===== src/rtl/tlp_trace_pkg.sv =====
package tlp_trace_pkg;

  localparam int DW_W         = 32;
  localparam int HDR_WORDS    = 4;
  localparam int ENTRY_WORDS  = 2 * HDR_WORDS;

  typedef logic [DW_W-1:0] dword_t;

  typedef enum logic [1:0] {
    CLS_POSTED  = 2'd0,
    CLS_NONPOST = 2'd1,
    CLS_CPL     = 2'd2,
    CLS_INVALID = 2'd3
  } tlp_class_e;

  typedef struct packed {
    logic       outbound;
    logic       cpl_b;
    tlp_class_e cls;
    logic [7:0] port;
  } pkt_tag_t;

  localparam int TAG_W   = $bits(pkt_tag_t);
  localparam int TS_KEEP = DW_W - TAG_W;

  localparam logic [3:0] FMT_SHORT = 4'd0;
  localparam logic [3:0] FMT_LONG  = 4'd1;

  function automatic logic setting_ok(input logic [3:0] fmt, input logic [3:0] dir);
    logic ok;
    ok = 1'b0;
    if (fmt == FMT_SHORT) ok = (dir <= 4'd3);
    else if (fmt == FMT_LONG) ok = (dir >= 4'd1) && (dir <= 4'd3);
    return ok;
  endfunction

endpackage


===== src/rtl/tlp_filter_decide.sv =====
module tlp_filter_decide
  import tlp_trace_pkg::*;
#(
  parameter int NUM_PORTS = 4,
  localparam int PORT_W   = (NUM_PORTS > 1) ? $clog2(NUM_PORTS) : 1
) (
  input  logic [NUM_PORTS-1:0] cfg_port_mask_i,
  input  logic [7:0]           cfg_class_i,
  input  logic [3:0]           cfg_fmt_i,
  input  logic [3:0]           cfg_dir_i,
  input  logic                 pkt_outbound_i,
  input  tlp_class_e           pkt_class_i,
  input  logic                 pkt_cpl_b_i,
  input  logic [PORT_W-1:0]    pkt_port_i,
  output logic                 keep_o,
  output logic                 setting_ok_o
);

  logic port_hit;
  logic class_hit;
  logic dir_hit;
  logic cpl_a;
  logic inb_not_a;
  logic unused_cls_bits;

  assign unused_cls_bits = ^cfg_class_i[7:3];

  always_comb begin
    port_hit = 1'b0;
    for (int p = 0; p < NUM_PORTS; p++) begin
      if (pkt_port_i == PORT_W'(p)) port_hit = cfg_port_mask_i[p];
    end
  end

  always_comb begin
    unique case (pkt_class_i)
      CLS_POSTED:  class_hit = cfg_class_i[0];
      CLS_NONPOST: class_hit = cfg_class_i[1];
      CLS_CPL:     class_hit = cfg_class_i[2];
      default:     class_hit = 1'b0;
    endcase
  end

  assign cpl_a     = (pkt_class_i == CLS_CPL) && !pkt_cpl_b_i;
  assign inb_not_a = !pkt_outbound_i && !cpl_a;

  always_comb begin
    dir_hit = 1'b0;
    if (cfg_fmt_i == FMT_SHORT) begin
      case (cfg_dir_i)
        4'd0:    dir_hit = !pkt_outbound_i;
        4'd1:    dir_hit = pkt_outbound_i;
        4'd2:    dir_hit = pkt_outbound_i || inb_not_a;
        4'd3:    dir_hit = pkt_outbound_i || (!pkt_outbound_i && cpl_a);
        default: dir_hit = 1'b0;
      endcase
    end else begin
      case (cfg_dir_i)
        4'd1:    dir_hit = pkt_outbound_i;
        4'd2:    dir_hit = inb_not_a;
        4'd3:    dir_hit = !pkt_outbound_i && cpl_a;
        default: dir_hit = 1'b0;
      endcase
    end
  end

  assign setting_ok_o = setting_ok(cfg_fmt_i, cfg_dir_i);
  assign keep_o       = setting_ok_o && port_hit && class_hit && dir_hit;

  always_comb begin
    assert_keep_needs_class_R3: assert (!keep_o || (pkt_class_i != CLS_INVALID));
  end

endmodule


===== src/rtl/tlp_entry_build.sv =====
module tlp_entry_build
  import tlp_trace_pkg::*;
(
  input  logic                            long_fmt_i,
  input  dword_t [HDR_WORDS-1:0]          hdr_i,
  input  pkt_tag_t                        tag_i,
  input  dword_t                          ts_i,
  input  logic                            pfx_valid_i,
  input  dword_t                          pfx_i,
  output dword_t [ENTRY_WORDS-1:0]        entry_o
);

  dword_t head_short;

  assign head_short = {ts_i[TS_KEEP-1:0], tag_i};

  for (genvar w = 0; w < ENTRY_WORDS; w++) begin : g_word
    if (w == 0) begin : g_head
      assign entry_o[w] = long_fmt_i ? hdr_i[0] : head_short;
    end else if (w < HDR_WORDS) begin : g_hdr
      assign entry_o[w] = hdr_i[w];
    end else if (w == HDR_WORDS) begin : g_ts
      assign entry_o[w] = long_fmt_i ? ts_i : '0;
    end else if (w == HDR_WORDS + 1) begin : g_pfx
      assign entry_o[w] = (long_fmt_i && pfx_valid_i) ? pfx_i : '0;
    end else begin : g_zero
      assign entry_o[w] = '0;
    end
  end

endmodule


===== src/rtl/tlp_entry_serializer.sv =====
module tlp_entry_serializer
  import tlp_trace_pkg::*;
(
  input  logic                      clk,
  input  logic                      rst_n,
  input  logic                      load_i,
  input  dword_t [ENTRY_WORDS-1:0]  load_entry_i,
  input  logic                      load_long_i,
  input  logic                      out_ready_i,
  output logic                      busy_o,
  output logic                      out_valid_o,
  output dword_t                    out_data_o,
  output logic                      out_last_o
);

  localparam int IDX_W = $clog2(ENTRY_WORDS);
  localparam logic [IDX_W-1:0] LAST_LONG  = IDX_W'(ENTRY_WORDS - 1);
  localparam logic [IDX_W-1:0] LAST_SHORT = IDX_W'(HDR_WORDS - 1);

  dword_t [ENTRY_WORDS-1:0] entry_q;
  logic                     long_q;
  logic                     busy_q,  busy_d;
  logic [IDX_W-1:0]         idx_q,   idx_d;
  logic                     at_last;
  logic                     entry_en;

  assign at_last  = (idx_q == (long_q ? LAST_LONG : LAST_SHORT));
  assign entry_en = load_i;

  always_comb begin
    busy_d = busy_q;
    idx_d  = idx_q;
    if (load_i) begin
      busy_d = 1'b1;
      idx_d  = '0;
    end else if (busy_q && out_ready_i) begin
      if (at_last) busy_d = 1'b0;
      else         idx_d  = idx_q + 1'b1;
    end
  end

  always_ff @(posedge clk or negedge rst_n) begin
    if (!rst_n) begin
      busy_q <= 1'b0;
      idx_q  <= '0;
    end else begin
      busy_q <= busy_d;
      idx_q  <= idx_d;
    end
  end

  always_ff @(posedge clk) begin
    if (entry_en) begin
      entry_q <= load_entry_i;
      long_q  <= load_long_i;
    end
  end

  assign busy_o      = busy_q;
  assign out_valid_o = busy_q;
  assign out_data_o  = entry_q[idx_q];
  assign out_last_o  = busy_q && at_last;

  assert_hold_stall_R9: assert property (@(posedge clk) disable iff (!rst_n)
    (out_valid_o && !out_ready_i) |=> (out_valid_o && $stable(out_data_o) && $stable(out_last_o)));

  assert_end_after_last_R9: assert property (@(posedge clk) disable iff (!rst_n)
    (out_valid_o && out_ready_i && out_last_o) |=> !out_valid_o);

  assert_load_when_idle_R10: assert property (@(posedge clk) disable iff (!rst_n)
    load_i |-> !busy_q);

endmodule


===== src/rtl/tlp_drop_counter.sv =====
module tlp_drop_counter #(
  parameter int CNT_W = 8
) (
  input  logic             clk,
  input  logic             rst_n,
  input  logic             inc_i,
  output logic [CNT_W-1:0] count_o
);

  localparam logic [CNT_W-1:0] CNT_MAX = '1;

  logic [CNT_W-1:0] cnt_q, cnt_d;
  logic             cnt_en;

  assign cnt_en = inc_i && (cnt_q != CNT_MAX);

  always_comb begin
    cnt_d = cnt_q;
    if (cnt_en) cnt_d = cnt_q + 1'b1;
  end

  always_ff @(posedge clk or negedge rst_n) begin
    if (!rst_n) cnt_q <= '0;
    else        cnt_q <= cnt_d;
  end

  assign count_o = cnt_q;

  assert_drop_saturates_R10: assert property (@(posedge clk) disable iff (!rst_n)
    (cnt_q == CNT_MAX) |=> (cnt_q == CNT_MAX));

  assert_drop_steps_R10: assert property (@(posedge clk) disable iff (!rst_n)
    (inc_i && cnt_q != CNT_MAX) |=> (cnt_q == $past(cnt_q) + 1'b1));

endmodule


===== src/rtl/tlp_trace_filter.sv =====
module tlp_trace_filter
  import tlp_trace_pkg::*;
#(
  parameter int NUM_PORTS = 4,
  parameter int CNT_W     = 8,
  localparam int PORT_W   = (NUM_PORTS > 1) ? $clog2(NUM_PORTS) : 1
) (
  input  logic                        clk,
  input  logic                        rst_n,
  input  logic [NUM_PORTS-1:0]        cfg_port_mask,
  input  logic [7:0]                  cfg_class,
  input  logic [3:0]                  cfg_fmt,
  input  logic [3:0]                  cfg_dir,
  input  logic                        hdr_valid,
  output logic                        hdr_ready,
  input  logic [HDR_WORDS-1:0][31:0]  hdr_dw,
  input  logic                        hdr_outbound,
  input  logic [1:0]                  hdr_class,
  input  logic                        hdr_cpl_b,
  input  logic [PORT_W-1:0]           hdr_port,
  input  logic                        hdr_prefix_valid,
  input  logic [31:0]                 hdr_prefix,
  input  logic [31:0]                 timestamp,
  output logic                        out_valid,
  input  logic                        out_ready,
  output logic [31:0]                 out_data,
  output logic                        out_last,
  output logic                        cfg_err,
  output logic [CNT_W-1:0]            drop_count
);

  logic [1:0] rst_sync_q;
  logic       rst_int_n;

  always_ff @(posedge clk or negedge rst_n) begin
    if (!rst_n) rst_sync_q <= 2'b00;
    else        rst_sync_q <= {rst_sync_q[0], 1'b1};
  end
  assign rst_int_n = rst_sync_q[1];

  tlp_class_e               cls;
  logic                     keep;
  logic                     set_ok;
  logic                     busy;
  logic                     accept;
  logic                     load;
  logic                     drop_inc;
  pkt_tag_t                 tag;
  dword_t [ENTRY_WORDS-1:0] entry;
  logic                     err_q, err_d;

  assign cls = tlp_class_e'(hdr_class);

  tlp_filter_decide #(.NUM_PORTS(NUM_PORTS)) u_decide (
    .cfg_port_mask_i (cfg_port_mask),
    .cfg_class_i     (cfg_class),
    .cfg_fmt_i       (cfg_fmt),
    .cfg_dir_i       (cfg_dir),
    .pkt_outbound_i  (hdr_outbound),
    .pkt_class_i     (cls),
    .pkt_cpl_b_i     (hdr_cpl_b),
    .pkt_port_i      (hdr_port),
    .keep_o          (keep),
    .setting_ok_o    (set_ok)
  );

  assign tag.outbound = hdr_outbound;
  assign tag.cpl_b    = hdr_cpl_b;
  assign tag.cls      = cls;
  assign tag.port     = 8'(hdr_port);

  tlp_entry_build u_build (
    .long_fmt_i  (cfg_fmt == FMT_LONG),
    .hdr_i       (hdr_dw),
    .tag_i       (tag),
    .ts_i        (timestamp),
    .pfx_valid_i (hdr_prefix_valid),
    .pfx_i       (hdr_prefix),
    .entry_o     (entry)
  );

  assign hdr_ready = !busy;
  assign accept    = hdr_valid && hdr_ready;
  assign load      = accept && keep;
  assign drop_inc  = hdr_valid && !hdr_ready;

  tlp_entry_serializer u_ser (
    .clk          (clk),
    .rst_n        (rst_int_n),
    .load_i       (load),
    .load_entry_i (entry),
    .load_long_i  (cfg_fmt == FMT_LONG),
    .out_ready_i  (out_ready),
    .busy_o       (busy),
    .out_valid_o  (out_valid),
    .out_data_o   (out_data),
    .out_last_o   (out_last)
  );

  tlp_drop_counter #(.CNT_W(CNT_W)) u_drop (
    .clk     (clk),
    .rst_n   (rst_int_n),
    .inc_i   (drop_inc),
    .count_o (drop_count)
  );

  always_comb begin
    err_d = err_q;
    if (!set_ok) err_d = 1'b1;
  end

  always_ff @(posedge clk or negedge rst_int_n) begin
    if (!rst_int_n) err_q <= 1'b0;
    else            err_q <= err_d;
  end

  assign cfg_err = err_q;

  assert_err_sticky_R8: assert property (@(posedge clk) disable iff (!rst_int_n)
    cfg_err |=> cfg_err);

  assert_reserved_blocks_R8: assert property (@(posedge clk) disable iff (!rst_int_n)
    (accept && !set_ok) |=> !out_valid);

  assert_first_word_next_R9: assert property (@(posedge clk) disable iff (!rst_int_n)
    load |=> (out_valid && !hdr_ready));

  assert_masked_port_R2: assert property (@(posedge clk) disable iff (!rst_int_n)
    (accept && !cfg_port_mask[hdr_port]) |=> !out_valid);

endmodule


===== config.mk =====
export PLATFORM = sky130hd
export DESIGN_NAME = tlp_trace_filter
export DESIGN_NICKNAME = d
export VERILOG_FILES = /design/src/rtl/tlp_trace_pkg.sv /design/src/rtl/tlp_filter_decide.sv /design/src/rtl/tlp_entry_build.sv /design/src/rtl/tlp_entry_serializer.sv /design/src/rtl/tlp_drop_counter.sv /design/src/rtl/tlp_trace_filter.sv
export SDC_FILE = /design/constraint.sdc
export NUM_CORES = 1
export LEC_CHECK = 0
export CORE_ASPECT_RATIO = 0.8
export CORE_UTILIZATION = 57
export CTS_CLUSTER_SIZE = 16
export DETAILED_ROUTE_END_ITERATION = 6
export DONT_BUFFER_PORTS = 1
export GPL_TIMING_DRIVEN = 0
export HOLD_SLACK_MARGIN = 0.03
export PLACE_DENSITY = 0.86
export SYNTH_ARGS = -nofsm -noshare
export SYNTH_HDL_FRONTEND = slang
export SYNTH_SLANG_ARGS = --single-unit

===== constraint.sdc =====
create_clock -name clk -period 1.67 [get_ports clk]
set_input_delay 0.334 -clock clk [delete_from_list [all_inputs] [get_ports clk]]
set_output_delay 0.334 -clock clk [all_outputs]
set_load 0.02 [all_outputs]

==> impl_results.md <==
* Cell repeated most along the worst path: buf_12
* Syn_area_per_cell at 16.98 um^2
* Synthesized instance count at about 520
* Biggest cell delay along the critical path at 0.54 ns
* GPL Wtd Cong at 0.8111
* Slack of the critical path at -0.6600 ns
* Arr. time, crit path at 2.00 ns
* Die extent in y at between 100 and 150 um
* Share of the synthesized area in the top cell type at 0.6538
* Critical path peak fanout at 6
* Area occupied by multi-input gates at 3102 um^2
* Setup TNS at -48.41 ns
* Hold Crit Class: input pin to register
* Sequential share of the synthesized area at 0.6961
* Req. time, crit path at roughly 1.3 ns
* Area leader, netlist: edfxtp_1
* Switch Pwr at 0.003796 W
* Post-DRT Antenna Nets at 0
* Share of cells above drive strength 1 at 0.3840
* Fin. Hold Viols at 0
* Die X at ~140 um
* Synthesis warning total at 0
* # nets final at between 900 and 1000
* Kind of critical path: register to output port
* # DRC at 0
* Tot GR Track Use at 0.3724
* Status: finished, violations left
* Register bit count reported by yosys at about 210
* Final min period at about 2.3 ns
* Switch share at 0.2765
* Final WL at 29.53 mm
* Fmax at 0.4292 GHz
* Grt ovf at 0
* I/O pins at 267
* Number of port buffers at 0
* Clock Path Buffers at 3
* CTS H-tree depth at 1
* Clk root buf: clkbuf_16
* CTS Buf Count at 21
* DRT iter0 DRCs at 512
* Metal-1 WL at 10.23 mm
* Worst-Margin Slew at about 0.65 ns
* Met2 routed WL at 15.16 mm
* Worst path cell trace: buf_12 -> buf_12 -> mux4_2 -> inv_2 -> o22ai_4
* Crit path max-delay family: multiplexers
* Core area at approximately 15000 um^2
* Finish-stage setup viols at 230
* Maximum number of pins on one net before global-route repair at 16
* CTS clk-pin slew, worst paths at 0.07 ns
* Final Slew Violations at 0
* Final Non-Filler Cells at 937
* Final Power at 0.01373 W
* CP Launch Type: register
* Clk_skew at 0.01085 ns
* Slew margin rel. at 0.5662
* Full die area at around 16000 um^2
* Unique masters post-synth at 37
* Synthesized area at 8865 um^2
* Drt wl/cell at about 32 um
* CTS Sinks at between 200 and 250
* Pleak at about 4.3 nW
* Placed Cells at around 730
* Max rail drop VDD at about 1000 uV
* Fillcell total at 701
* Area grow syn2layout at 42.74%
* Crit end category: output port
* Clk pwr share at 0.322
* Max cap viols at 0
* Syn nets at 747
* Logic pwr share at 0.256
* Initial antenna violation count at 3
* Failing checks: negative setup slack
* P_int at 0.009932 W
* Skew-Pair Late Insertion Delay at 0.50 ns
* Reg power frac at 0.422
* Site Rows at 40
* Vias in the first global route at 6594
* Sequential cell area at 6177 um^2
* RSZ-0062 raised after global routing: true
* CP max-delay cell: mux4_2
* DR vias/cell at 6.400
* CTS tree: built
* First-pass GRT wire length at approximately 42 mm
* First-pass DRT Iterations at 7
* Period utilization at 1.395
* Pwr dens at 1085 nW/um^2
* Leading cell type in the layout, fill and taps excluded: edfxtp_1
* Via count at 5997
* Initial core utilization at 0.5865
* Most frequent cells in the layout: edfxtp_1, dlygate4sd3_1, and2_1
* Area contributors post-synth: edfxtp_1, mux4_2, dfrtp_1
* Hpwl dp at 15.04 mm
* Top Layer Used: met4
* Buf/Inv on CP at 3
* Metal3 WL at 2.917 mm
[layer usage]
| metal | vias to the layer above | GRT usage |
|---|---|---|
| met4 | 0 | 0.1527 |
| met1 | 3039 | 0.4488 |
| met5 | - | 0 |
| met2 | 441 | 0.6515 |
| li1 | 2426 | - |
| met3 | 91 | 0.08816 |
[logic make-up (layout without fill, tap and decap cells)]
group,after synthesis,count (layout),synth area share
flops,208,208,0.6961
simple gates,98,102,0.06916
mux,94,94,0.1564
buf+inv,66,264,0.03119
compound gates,43,43,0.03402
xor+xnor,10,10,0.009881
fa+ha+maj,2,2,0.002822
other cells,1,4,0.0004230
[what timing repair did]
item                       in CTS  in global routing
setup endpoints to repair     233                218
hold buffers                  104                  0
cloned                         27                  3
pin swaps                       3                  7
buffers inserted               38                 13
gates resized for setup       133                 40
hold endpoints to repair      105                  0
[power by group through the flow]
stage          Sequential [W]  Combinational [W]  Clock (W)
6_report              0.00580            0.00351    0.00442
5_1_grt               0.00580            0.00363    0.00461
4_1_cts               0.00579            0.00327    0.00431
3_5_place_dp          0.00588            0.00244          0
3_3_place_gp          0.00588            0.00241          0
2_1_floorplan         0.00587            0.00203          0
[metrics by stage]
step | util | setup WS, ns | hold slack, ns | instance area [um^2]
global route | 0.8370 | -0.6877 | 0.03878 | 12650
floorplan | - | -1.364 | 0.03841 | 9251
global placement | 0.6295 | -1.805 | 0.03849 | 9514
finish | 0.8372 | -0.6600 | 0.03110 | 12650
detailed placement | 0.6331 | -1.072 | 0.03849 | 9569
CTS | 0.8425 | -0.6345 | 0.03140 | 12730
[cell type report]
| type | instances | share of cell area |
|---|---|---|
| Antenna cell | 3 | 0.0005933 |
| Clock buffer | 31 | 0.04608 |
| Sequential cell | 208 | 0.4882 |
| Buffer | 31 | 0.02433 |
| Inverter | 35 | 0.01038 |
| Tap cell | 210 | 0.02077 |
| Timing Repair Buffer | 162 | 0.1624 |
| Multi-Input combinational cell | 252 | 0.2451 |
| Clock inverter | 5 | 0.002175 |
[cell usage after synthesis, drive strengths merged]
cell	count
a2111oi	1
clkbuf	16
nand3	3
nor2	2
and2	40
a21oi	4
or2b	1
o22ai	32
or3	2
mux4	33
inv	35
a41oi	1
mux2i	35
nor2b	1
xnor2	9
nand4	3
and3	35
xor2	1
nand3b	1
nand2b	1
ha	2
and4	1
edfxtp	193
a211oi	1
dfrtp	15
conb	1
buf	15
nor3b	2
nand2	6
mux2	26
a22o	1
a311o	1
o21ai	2
[path summary, 6_finish.rpt]
kind	start	endpoint	slack (ns)	cells after the start
setup / recovery	u_ser.idx_q[0]	out_data[9]	-0.66	5
max in group asynchronous	rst_sync_q[1]	u_drop.count_o[2]	1.02	0
hold / removal	timestamp[24]	u_ser.entry_q[152]	0.03	1
hold reg to reg	rst_sync_q[1]	cfg_err	0.24	0
min in group asynchronous	rst_n	rst_sync_q[1]	0.08	1
setup reg to reg	u_ser.busy_o	u_ser.entry_q[166]	-0.23	6
[state kept, by name, summed over array words and instances, names as in the netlist]
| name | cells |
|---|---|
| rst_sync_q | 2 |
| u_ser.entry_q | 192 |
| u_drop.count_o | 8 |
| cfg_err | 1 |
| u_ser.busy_o | 1 |
| u_ser.idx_q | 3 |
| u_ser.long_q | 1 |
Power figures use the tool's default switching activity.
